### src/rtl/lcd_seq_pkg.sv
package lcd_seq_pkg;

  typedef enum logic [2:0] {
    PH_IDLE,
    PH_SETUP,
    PH_STROBE,
    PH_HOLD,
    PH_CSD
  } phase_e;

  function automatic int unsigned max2(int unsigned a, int unsigned b);
    return (a > b) ? a : b;
  endfunction

endpackage

### src/rtl/lcd_phase_timer.sv
module lcd_phase_timer #(
  parameter int unsigned CNT_W = 6
) (
  input  logic             clk_i,
  input  logic             rst_ni,
  input  logic             load_i,
  input  logic [CNT_W-1:0] len_i,
  output logic             last_o
);

  logic [CNT_W-1:0] cnt_q;

  always_ff @(posedge clk_i or negedge rst_ni) begin
    if (!rst_ni)           cnt_q <= '0;
    else if (load_i)       cnt_q <= len_i;
    else if (cnt_q != '0)  cnt_q <= cnt_q - 1'b1;
  end

  assign last_o = (cnt_q == CNT_W'(1));

  // an expired counter stays expired until reloaded
  a_r1_cnt_no_wrap: assert property (@(posedge clk_i) disable iff (!rst_ni)
    (!load_i && cnt_q == '0) |=> (cnt_q == '0));

endmodule

### src/rtl/lcd_timing_sel.sv
module lcd_timing_sel #(
  parameter int unsigned SETUP_W  = 5,
  parameter int unsigned STROBE_W = 6,
  parameter int unsigned HOLD_W   = 4,
  parameter int unsigned CSD_W    = 2,
  parameter int unsigned CNT_W    = 6
) (
  input  logic                clk_i,
  input  logic                rst_ni,
  input  logic                idle_i,
  input  logic                accept_i,
  input  logic                is_read_i,
  input  logic [SETUP_W-1:0]  rd_setup_i,
  input  logic [STROBE_W-1:0] rd_strobe_i,
  input  logic [HOLD_W-1:0]   rd_hold_i,
  input  logic [SETUP_W-1:0]  wr_setup_i,
  input  logic [STROBE_W-1:0] wr_strobe_i,
  input  logic [HOLD_W-1:0]   wr_hold_i,
  input  logic [CSD_W-1:0]    cs_delay_i,
  output logic [CNT_W-1:0]    setup_len_o,
  output logic [CNT_W-1:0]    strobe_len_o,
  output logic [CNT_W-1:0]    hold_len_o,
  output logic [CNT_W-1:0]    csd_len_o
);

  logic [STROBE_W-1:0] st_raw;
  logic [HOLD_W-1:0]   hd_raw;
  logic [CNT_W-1:0]    su_live, st_live, hd_live, cd_live;
  logic [CNT_W-1:0]    su_q, st_q, hd_q, cd_q;

  assign st_raw  = is_read_i ? rd_strobe_i : wr_strobe_i;
  assign hd_raw  = is_read_i ? rd_hold_i   : wr_hold_i;
  assign su_live = CNT_W'(is_read_i ? rd_setup_i : wr_setup_i);
  // zero strobe/hold are illegal: run them as one cycle
  assign st_live = (st_raw == '0) ? CNT_W'(1) : CNT_W'(st_raw);
  assign hd_live = (hd_raw == '0) ? CNT_W'(1) : CNT_W'(hd_raw);
  assign cd_live = CNT_W'(cs_delay_i);

  always_ff @(posedge clk_i or negedge rst_ni) begin
    if (!rst_ni) begin
      su_q <= '0;
      st_q <= CNT_W'(1);
      hd_q <= CNT_W'(1);
      cd_q <= '0;
    end else if (accept_i) begin
      su_q <= su_live;
      st_q <= st_live;
      hd_q <= hd_live;
      cd_q <= cd_live;
    end
  end

  assign setup_len_o  = idle_i ? su_live : su_q;
  assign strobe_len_o = idle_i ? st_live : st_q;
  assign hold_len_o   = idle_i ? hd_live : hd_q;
  assign csd_len_o    = idle_i ? cd_live : cd_q;

endmodule

### src/rtl/lcd_phase_fsm.sv
module lcd_phase_fsm
  import lcd_seq_pkg::*;
#(
  parameter int unsigned CNT_W = 6
) (
  input  logic             clk_i,
  input  logic             rst_ni,
  input  logic             req_i,
  input  logic             last_i,
  input  logic [CNT_W-1:0] setup_len_i,
  input  logic [CNT_W-1:0] strobe_len_i,
  input  logic [CNT_W-1:0] hold_len_i,
  input  logic [CNT_W-1:0] csd_len_i,
  output phase_e           phase_o,
  output logic             load_o,
  output logic [CNT_W-1:0] load_len_o,
  output logic             accept_o,
  output logic             sample_o,
  output logic             done_o
);

  phase_e phase_q, phase_d;
  logic   done_q;

  always_comb begin
    phase_d    = phase_q;
    load_len_o = '0;
    unique case (phase_q)
      PH_IDLE: if (req_i) begin
        if (setup_len_i != '0) begin
          phase_d = PH_SETUP;  load_len_o = setup_len_i;
        end else begin
          phase_d = PH_STROBE; load_len_o = strobe_len_i;
        end
      end
      PH_SETUP: if (last_i) begin
        phase_d = PH_STROBE; load_len_o = strobe_len_i;
      end
      PH_STROBE: if (last_i) begin
        phase_d = PH_HOLD; load_len_o = hold_len_i;
      end
      PH_HOLD: if (last_i) begin
        if (csd_len_i != '0) begin
          phase_d = PH_CSD; load_len_o = csd_len_i;
        end else begin
          phase_d = PH_IDLE;
        end
      end
      PH_CSD: if (last_i) phase_d = PH_IDLE;
      default: phase_d = PH_IDLE;
    endcase
  end

  always_ff @(posedge clk_i or negedge rst_ni) begin
    if (!rst_ni) begin
      phase_q <= PH_IDLE;
      done_q  <= 1'b0;
    end else begin
      phase_q <= phase_d;
      done_q  <= (phase_q == PH_HOLD) && last_i;
    end
  end

  assign phase_o  = phase_q;
  assign load_o   = (phase_d != phase_q);
  assign accept_o = (phase_q == PH_IDLE) && req_i;
  assign sample_o = (phase_q == PH_STROBE) && last_i;
  assign done_o   = done_q;

  a_r10_done_after_hold: assert property (@(posedge clk_i) disable iff (!rst_ni)
    (phase_q == PH_HOLD && last_i) |=> done_o);
  a_r4_strobe_then_hold: assert property (@(posedge clk_i) disable iff (!rst_ni)
    (phase_q == PH_STROBE && last_i) |=> (phase_q == PH_HOLD));
  a_r11_no_early_exit: assert property (@(posedge clk_i) disable iff (!rst_ni)
    (phase_q != PH_IDLE && !last_i) |=> $stable(phase_q));
  a_r1_idle_timer_quiet: assert property (@(posedge clk_i) disable iff (!rst_ni)
    (phase_q == PH_IDLE) |-> !last_i);

endmodule

### src/rtl/lcd_pin_drv.sv
module lcd_pin_drv
  import lcd_seq_pkg::*;
#(
  parameter int unsigned DATA_W   = 16,
  parameter int unsigned N_EN     = 2,
  parameter int unsigned EN_SEL_W = 1
) (
  input  logic                clk_i,
  input  logic                rst_ni,
  input  logic                accept_i,
  input  logic [1:0]          op_i,
  input  logic [DATA_W-1:0]   wdata_i,
  input  logic [EN_SEL_W-1:0] en_sel_i,
  input  phase_e              phase_i,
  input  logic                sample_i,
  input  logic [DATA_W-1:0]   lcd_data_i,
  output logic                lcd_rs_o,
  output logic                lcd_rw_o,
  output logic [N_EN-1:0]     lcd_en_o,
  output logic [DATA_W-1:0]   lcd_data_o,
  output logic                lcd_data_oe_o,
  output logic [DATA_W-1:0]   rdata_o
);

  logic                rs_q, rw_q;
  logic [DATA_W-1:0]   wd_q, rd_q;
  logic [EN_SEL_W-1:0] sel_q;
  logic                active, strobe;

  always_ff @(posedge clk_i or negedge rst_ni) begin
    if (!rst_ni) begin
      rs_q  <= 1'b0;
      rw_q  <= 1'b1;
      wd_q  <= '0;
      sel_q <= '0;
    end else if (accept_i) begin
      rs_q  <= op_i[0];
      rw_q  <= op_i[1];
      wd_q  <= wdata_i;
      sel_q <= en_sel_i;
    end
  end

  always_ff @(posedge clk_i or negedge rst_ni) begin
    if (!rst_ni)                rd_q <= '0;
    else if (sample_i && rw_q)  rd_q <= lcd_data_i;
  end

  assign active = (phase_i == PH_SETUP) || (phase_i == PH_STROBE) || (phase_i == PH_HOLD);
  assign strobe = (phase_i == PH_STROBE);

  assign lcd_rs_o      = active ? rs_q : 1'b0;
  assign lcd_rw_o      = active ? rw_q : 1'b1;
  assign lcd_data_oe_o = active && !rw_q;
  assign lcd_data_o    = lcd_data_oe_o ? wd_q : '0;
  assign rdata_o       = rd_q;

  for (genvar i = 0; i < N_EN; i++) begin : g_en
    assign lcd_en_o[i] = strobe && (sel_q == EN_SEL_W'(i));
  end

  a_r7_one_enable: assert property (@(posedge clk_i) disable iff (!rst_ni)
    $onehot0(lcd_en_o));
  a_r2_rs_rw_stable: assert property (@(posedge clk_i) disable iff (!rst_ni)
    (active && $past(active)) |-> ($stable(lcd_rs_o) && $stable(lcd_rw_o)));
  a_r8_drive_on_write_only: assert property (@(posedge clk_i) disable iff (!rst_ni)
    lcd_data_oe_o |-> !lcd_rw_o);
  a_r4_enable_inside_access: assert property (@(posedge clk_i) disable iff (!rst_ni)
    (|lcd_en_o) |-> (phase_i != PH_IDLE && phase_i != PH_CSD));

endmodule

### src/rtl/lcd_async_bus_seq.sv
module lcd_async_bus_seq
  import lcd_seq_pkg::*;
#(
  parameter int unsigned DATA_W   = 16,
  parameter int unsigned N_EN     = 2,
  parameter int unsigned SETUP_W  = 5,
  parameter int unsigned STROBE_W = 6,
  parameter int unsigned HOLD_W   = 4,
  parameter int unsigned CSD_W    = 2,
  localparam int unsigned EN_SEL_W = (N_EN > 1) ? $clog2(N_EN) : 1
) (
  input  logic                clk_i,
  input  logic                rst_ni,
  input  logic                req_i,
  input  logic [1:0]          op_i,
  input  logic [DATA_W-1:0]   wdata_i,
  input  logic [EN_SEL_W-1:0] en_sel_i,
  input  logic [SETUP_W-1:0]  rd_setup_i,
  input  logic [STROBE_W-1:0] rd_strobe_i,
  input  logic [HOLD_W-1:0]   rd_hold_i,
  input  logic [SETUP_W-1:0]  wr_setup_i,
  input  logic [STROBE_W-1:0] wr_strobe_i,
  input  logic [HOLD_W-1:0]   wr_hold_i,
  input  logic [CSD_W-1:0]    cs_delay_i,
  output logic                busy_o,
  output logic                done_o,
  output logic [DATA_W-1:0]   rdata_o,
  output logic                lcd_rs_o,
  output logic                lcd_rw_o,
  output logic [N_EN-1:0]     lcd_en_o,
  output logic [DATA_W-1:0]   lcd_data_o,
  output logic                lcd_data_oe_o,
  input  logic [DATA_W-1:0]   lcd_data_i
);

  localparam int unsigned CNT_W = max2(max2(SETUP_W, STROBE_W), max2(HOLD_W, CSD_W));

  phase_e           phase;
  logic             accept, sample, last, load;
  logic [CNT_W-1:0] load_len, su_len, st_len, hd_len, cd_len;

  lcd_timing_sel #(
    .SETUP_W (SETUP_W), .STROBE_W(STROBE_W), .HOLD_W(HOLD_W),
    .CSD_W   (CSD_W),   .CNT_W   (CNT_W)
  ) u_tsel (
    .clk_i       (clk_i),
    .rst_ni      (rst_ni),
    .idle_i      (phase == PH_IDLE),
    .accept_i    (accept),
    .is_read_i   (op_i[1]),
    .rd_setup_i  (rd_setup_i),
    .rd_strobe_i (rd_strobe_i),
    .rd_hold_i   (rd_hold_i),
    .wr_setup_i  (wr_setup_i),
    .wr_strobe_i (wr_strobe_i),
    .wr_hold_i   (wr_hold_i),
    .cs_delay_i  (cs_delay_i),
    .setup_len_o (su_len),
    .strobe_len_o(st_len),
    .hold_len_o  (hd_len),
    .csd_len_o   (cd_len)
  );

  lcd_phase_fsm #(.CNT_W(CNT_W)) u_fsm (
    .clk_i       (clk_i),
    .rst_ni      (rst_ni),
    .req_i       (req_i),
    .last_i      (last),
    .setup_len_i (su_len),
    .strobe_len_i(st_len),
    .hold_len_i  (hd_len),
    .csd_len_i   (cd_len),
    .phase_o     (phase),
    .load_o      (load),
    .load_len_o  (load_len),
    .accept_o    (accept),
    .sample_o    (sample),
    .done_o      (done_o)
  );

  lcd_phase_timer #(.CNT_W(CNT_W)) u_tmr (
    .clk_i (clk_i),
    .rst_ni(rst_ni),
    .load_i(load),
    .len_i (load_len),
    .last_o(last)
  );

  lcd_pin_drv #(.DATA_W(DATA_W), .N_EN(N_EN), .EN_SEL_W(EN_SEL_W)) u_pins (
    .clk_i        (clk_i),
    .rst_ni       (rst_ni),
    .accept_i     (accept),
    .op_i         (op_i),
    .wdata_i      (wdata_i),
    .en_sel_i     (en_sel_i),
    .phase_i      (phase),
    .sample_i     (sample),
    .lcd_data_i   (lcd_data_i),
    .lcd_rs_o     (lcd_rs_o),
    .lcd_rw_o     (lcd_rw_o),
    .lcd_en_o     (lcd_en_o),
    .lcd_data_o   (lcd_data_o),
    .lcd_data_oe_o(lcd_data_oe_o),
    .rdata_o      (rdata_o)
  );

  assign busy_o = (phase != PH_IDLE);

  // no pin activity while only the gap remains
  a_r6_quiet_gap: assert property (@(posedge clk_i) disable iff (!rst_ni)
    (phase == PH_CSD) |-> (lcd_en_o == '0 && !lcd_data_oe_o && lcd_rw_o && !lcd_rs_o));
  a_r10_done_when_free: assert property (@(posedge clk_i) disable iff (!rst_ni)
    done_o |-> (lcd_en_o == '0 && !lcd_data_oe_o));

endmodule

### config.mk
export PLATFORM = sky130hd
export DESIGN_NAME = lcd_async_bus_seq
export DESIGN_NICKNAME = d
export VERILOG_FILES = /design/src/rtl/lcd_seq_pkg.sv /design/src/rtl/lcd_phase_timer.sv /design/src/rtl/lcd_timing_sel.sv /design/src/rtl/lcd_phase_fsm.sv /design/src/rtl/lcd_pin_drv.sv /design/src/rtl/lcd_async_bus_seq.sv
export SDC_FILE = /design/constraint.sdc
export NUM_CORES = 1
export LEC_CHECK = 0
export ABC_AREA = 1
export BUFFER_PORTS_ARGS = -buffer_cell sky130_fd_sc_hd__clkbuf_2
export CAP_MARGIN = 20
export CORE_UTILIZATION = 30
export DETAILED_ROUTE_END_ITERATION = 10
export MAX_ROUTING_LAYER = met4
export PLACE_DENSITY = 0.57
export SLEW_MARGIN = 20
export SYNTH_ARGS = -nofsm -noshare
export SYNTH_HDL_FRONTEND = slang
export SYNTH_HIERARCHICAL = 1
export SYNTH_SLANG_ARGS = --single-unit
### constraint.sdc
create_clock -name clk_i -period 2.8 [get_ports clk_i]
set_clock_uncertainty 0.15 [all_clocks]
set_input_delay 0.28 -clock clk_i [delete_from_list [all_inputs] [get_ports clk_i]]
set_output_delay 0.28 -clock clk_i [all_outputs]
set_load 0.01 [all_outputs]
Word-level counts from Yosys, hierarchy flattened
Cells that the tools add are included.

word-level totals
  memories kept = 0
  register bits after elaboration = 65
  input bits = 70
  memory bits (writable) = 0
  output and inout bits = 39
  latch bits = 0
  bits in read-only memories = 0

operators by class
  div/mod/pow operators = 0
  order comparisons = 0
  mux-type cells = 28
  reduce and logical (&&, ||, !) cells = 18
  multiply operators = 0
  shift operators = 0
  bitwise logic cells = 1
  equality and inequality tests = 6
  $add $sub $neg = 1

operators with widths
  operator                                                                count
  6-bit 2-to-1 mux                                                        11
  6-bit case mux with 4 select lines                                      1
  3-bit 2-to-1 mux                                                        6
  6-bit nonzero test                                                      3
  16-bit 2-to-1 mux                                                       1
  3-bit case mux with 5 select lines                                      1
  4-bit 2-to-1 mux                                                        2
  1-bit logical AND                                                       7
  3-bit by 2-bit equality test with 1-bit output (second input constant)  2
  6-bit by 1-bit equality test with 1-bit output (second input constant)  1
  6-bit zero test                                                         1
  2-bit 2-to-1 mux                                                        3
  6-bit by 1-bit subtractor with 6-bit output (second input constant)     1
  5-bit 2-to-1 mux                                                        1
  4-bit zero test                                                         1
  3-bit by 1-bit equality test with 1-bit output (second input constant)  1
  3-bit equality test (second input constant)                             1
  3-bit zero test                                                         1
  3-bit inequality test                                                   1
  3-bit nonzero test                                                      1
  1-bit logical OR                                                        2
  1-bit 2-to-1 mux                                                        2
  2-bit nonzero test                                                      1
  1-bit zero test                                                         1
  1-bit inverter                                                          1

Longest topological paths before layout
  word-level depth = 8
  depth in mapped cells = 18

Cells and area by module
Netlist, hierarchy kept.

modules (own cells, without submodules)
  module             seq. area each (um^2)  cells an instance  instances  area each (um^2)
  lcd_pin_drv        877.1                  178                1          1,524.0
  lcd_timing_sel     427.9                  150                1          1,081.0
  lcd_phase_fsm      100.1                  80                 1          498.0
  lcd_phase_timer    150.1                  57                 1          429.2
  lcd_async_bus_seq  0.0                    6                  1          25.0

Worst setup path after synthesis
No wires, ideal clock.

  kind = flip-flop to flip-flop
  start point = register u_fsm.phase_q[1], in the netlist u_fsm/phase_o[1]
  end point = register u_tmr.cnt_q[5]
  period minus slack after synthesis = 2,515 ps
  arrival time = 2,248 ps
  cell stages (with the launch flop) = 18
  slack = 285 ps
  cells stage by stage = dfrtp_1 > inv_1 > nand2_1 > nor2_2 > inv_2 > clkbuf_1 > nand2_1 > o21ai_0 > nor2_1 > nand3_1 > o21bai_4 > nor2_2 > nand3_1 > buf_6 > inv_2 > or2_0 > nand2_1 > a21oi_2

on the way
  word-level cells in the longest chain between the ends = 8
  elaborated cells on any way between the ends = 25

RTL lines
  what                                                    RTL line                 text
  start: declaration                                      lcd_phase_fsm.sv:22      phase_e phase_q, phase_d;
  start signal: assignment                                lcd_phase_fsm.sv:59      phase_q <= phase_d;
  3-bit zero test (*)                                     lcd_async_bus_seq.sv:48  .idle_i (phase == PH_IDLE),
  6-bit 2-to-1 mux (*)                                    lcd_timing_sel.sv:53     assign setup_len_o = idle_i ? su_live : su_q;
  via su_len[2]                                           lcd_async_bus_seq.sv:40  logic [CNT_W-1:0] load_len, su_len, st_len, hd_len, cd_len;
  6-bit nonzero test (*)                                  lcd_phase_fsm.sv:30      if (setup_len_i != '0) begin
  2-bit 2-to-1 mux (*)                                    lcd_phase_fsm.sv:30
  3-bit 2-to-1 mux (*)                                    lcd_phase_fsm.sv:29      PH_IDLE: if (req_i) begin
  3-bit case mux with 5 select lines (*)                  lcd_phase_fsm.sv:28      unique case (phase_q)
  3-bit inequality test (*)                               lcd_phase_fsm.sv:65      assign load_o = (phase_d != phase_q);
  via load                                                lcd_async_bus_seq.sv:39  logic accept, sample, last, load;
  6-bit 2-to-1 mux or 2-bit nonzero test (tied branches)  -
  end signal: assignment                                  lcd_phase_timer.sv:15    else if (load_i) cnt_q <= len_i;
  end signal: assignment                                  lcd_phase_timer.sv:16    else if (cnt_q != '0) cnt_q <= cnt_q - 1'b1;
  end: declaration                                        lcd_phase_timer.sv:11    logic [CNT_W-1:0] cnt_q;

Mark *: on every way through the listed nets, which the timed path passes. The rest lies on a longest branch.
A chain may end at the register's enable or synchronous reset.

Worst setup path in the final report
  start point = register u_fsm.phase_q[0], in the netlist u_fsm/phase_o[0]
  end point = register u_tmr.cnt_q[5]

The elaborated chain is that of the path after synthesis.

==> results.md <==
* Synthesis-to-finish area growth at 27.5%
* Fin. max-slew vios at 0
* Max stage delay on crit path at 460 ps
* Final hold vios at 0
* First-pass GRT wire length at 14000 µm
* Post-synth cell types at 40
* Detailed Place HPWL at 6290 µm
* Fmax at 403 MHz
* Largest cells by area after synthesis: dfrtp_1 42%, nand2_1 18%, o21ai_0 7.5%
* Layout Cells excl Fill at 731
* Count leader, synth: nand2_1
* Fin crit period at 2480 ps
* Critical Path AT at 2550 ps
* Placed cell areas at 4170 µm²
* Number of synthesized flops with an enable pin at 0
* DRC at 0
* YS warnings at 6
* Number of I/O pins at between 100 and 150
* Core area at around 11000 µm²
* H-tree depth at 3
* CTS sink cnt at 62
* CP bufs+invs at 3
* Seq/Total Area, Yosys at 0.437
* Final WL at 8260 µm
* Pwr Density at 1050 nW/µm²
* Gate Count Post-Synth at 471
* Most frequent cell on the critical path: nand2_1
* Finished Cell Area at 4540 µm²
* Syn Area/Cell at 7.55 µm²
* CP delay by family, top: simple AND/OR/NAND/NOR gates
* Post-route ant nets at 0
* Maximum vdd drop at 0.411 mV
* Total Neg Setup Slack at 0 ps
* Leading area contributor after synthesis: dfrtp_1
* Initial Util at 0.310
* Clk_lat worst skew at 330 ps
* Tcrit/Tclk final at 0.887
* Inst Count DP at 712
* Cell Area, Synth at 3560 µm²
* TritonCTS Buffers at 9
* Die X at 111 µm
* Final setup vio count at 0
* Status: completed
* # diodes at 0
* CP max stage cell: dfrtp_1
* Die H at 111 µm
* Commonest cells post-synth: 168 x nand2_1, 59 x dfrtp_1, 53 x o21ai_0
* Max-cap violations at 0
* Nets at 655
* Share of Yosys cell area claimed by the top area cell type at 0.415
* Setup CP Type: reg -> reg
* CTS max path bufs at 2
* Async S/R FF share, synth at 1.00
* Gpl congestion at 0.855
* CP Cell Sequence: inv_2 > nand2_1 > nor2_2 > inv_4 > nand2_1 > o21ai_0 > nor2_1 > nand3_2 > o21bai_4 > nor2_2 > nand3_1 > inv_2 > or2_0 > nand2_1 > a21oi_2
* CTS tree: built
* Req. time, crit path at 2870 ps
* Sequential Area at between 1500 and 2000 µm²
* Main flop type after synthesis: dfrtp_1
* Drt pass-1 iters at 4
* Via density at ~4.4
* Area of the multi-input gates at roughly 1600 µm²
* Largest net degree at the start of global routing at 43
* DIE AREA at roughly 12000 µm²
* GR Overflow Total at 0
* Final Util at 0.396
* Antenna violations before repair at 0
* WL per Instance at 11.3 µm
* Layout cells sized above 1 at 0.308
* Vias in the first global route at 2977
* Worst setup SP type: flip-flop
* Total track usage at 0.145
* Cell Rows at 39
* CP endpoint kind: flip-flop
* Root Driver: clkbuf_16
* Register bit total from synthesis at 62
* RSZ-0062 raised after global routing: false
* CTS clk-pin slew, worst paths at 60 ps
* P_leak at 0.00238 µW
* I/O Buffers at 108
* Drt initial violations at 87
* Fill cell count at 1182
* Vias at 3242
* Hold WC Path Type: in -> reg
* Worst Path Max Fanout at 28
[routing by layer]
metal	vias up	track usage	part of all wire
li1	1691	-	-
met1	1449	0.191	0.50
met2	89	0.214	0.44
met3	13	0.0355	0.051
met4	0	0.0551	0.017
met5	-	-	0
[flip-flops by register name (all words and copies together) (netlist names)]
signal / flops
u_pins/rs_q: 1
u_tsel/st_q: 6
u_tmr/cnt_q: 6
u_pins/rw_q: 1
u_pins/sel_q: 1
u_tsel/hd_q: 4
u_fsm/done_o: 1
u_pins/wd_q: 16
u_pins/rdata_o: 16
u_tsel/su_q: 5
u_fsm/phase_o: 3
u_tsel/cd_q: 2
[timing repair]
action	CTS	global route
endpoints found under the hold margin	15	0
setup buffers	0	2
hold buffers	1	0
resized for setup	0	3
setup endpoints to repair	0	5
[layout make-up]
type / count / area share
Multi-Input combinational cell: 338 / 0.361
Sequential cell: 62 / 0.343
Timing Repair Buffer: 120 / 0.140
Clock buffer: 9 / 0.0496
Inverter: 52 / 0.0441
Tap cell: 143 / 0.0394
Clock inverter: 7 / 0.0232
[report_power, final]
group	internal, µW	switching (µW)
logic	752	1170
clock network	792	431
registers	1340	259
total	2890	1860
[cells in the final DEF, fill, tap and decap left out, drive strengths merged, types with 3 or more instances in the layout]
cell type,n
buf,12
nor2,38
dfstp,3
nand3,30
dfrtp,59
a21oi,4
nand3b,6
inv,55
conb,7
nand2,173
clkbuf,116
o21ai,59
mux2i,6
[stage by stage]
stage	power, µW	hold WS [ps]	setup slack, ps
after floorplan	2940	-166	285
after global placement	3470	92.2	349
after detailed placement	3510	103	257
after CTS	4760	2.74	210
after global routing	5160	16.6	1.27
final	4750	14.3	316
[kinds of logic after synthesis]
logic type	Yosys count	share of synthesized area
flops	62	0.437
mux	6	0.0169
buf+inv	77	0.110
other cells	1	0.00105
compound gates	67	0.103
simple gates	256	0.325
fa+ha+maj	2	0.00703
[tightest hold or removal path: stages]
cell and delay [ps]:
clkbuf_2 80, nand2_1 40, o21ai_0 60
[final timing paths]
path / startpoint / slack (ps) / end / depth (start not counted)
setup / recovery: u_fsm/phase_o[0] / 320 / u_tmr/cnt_q[5] / 15
hold / removal: wdata_i[13] / 10 / u_pins/wd_q[13] / 3
setup reg to reg: u_fsm/phase_o[0] / 320 / u_tmr/cnt_q[5] / 15
hold reg to reg: u_tsel/hd_q[0] / 320 / u_tsel/hd_q[0] / 2
max in group asynchronous: rst_ni / 1510 / u_pins/rw_q / 3
min in group asynchronous: rst_ni / 280 / u_tsel/st_q[2] / 2
No activity file was read; power rests on OpenSTA's default activity.
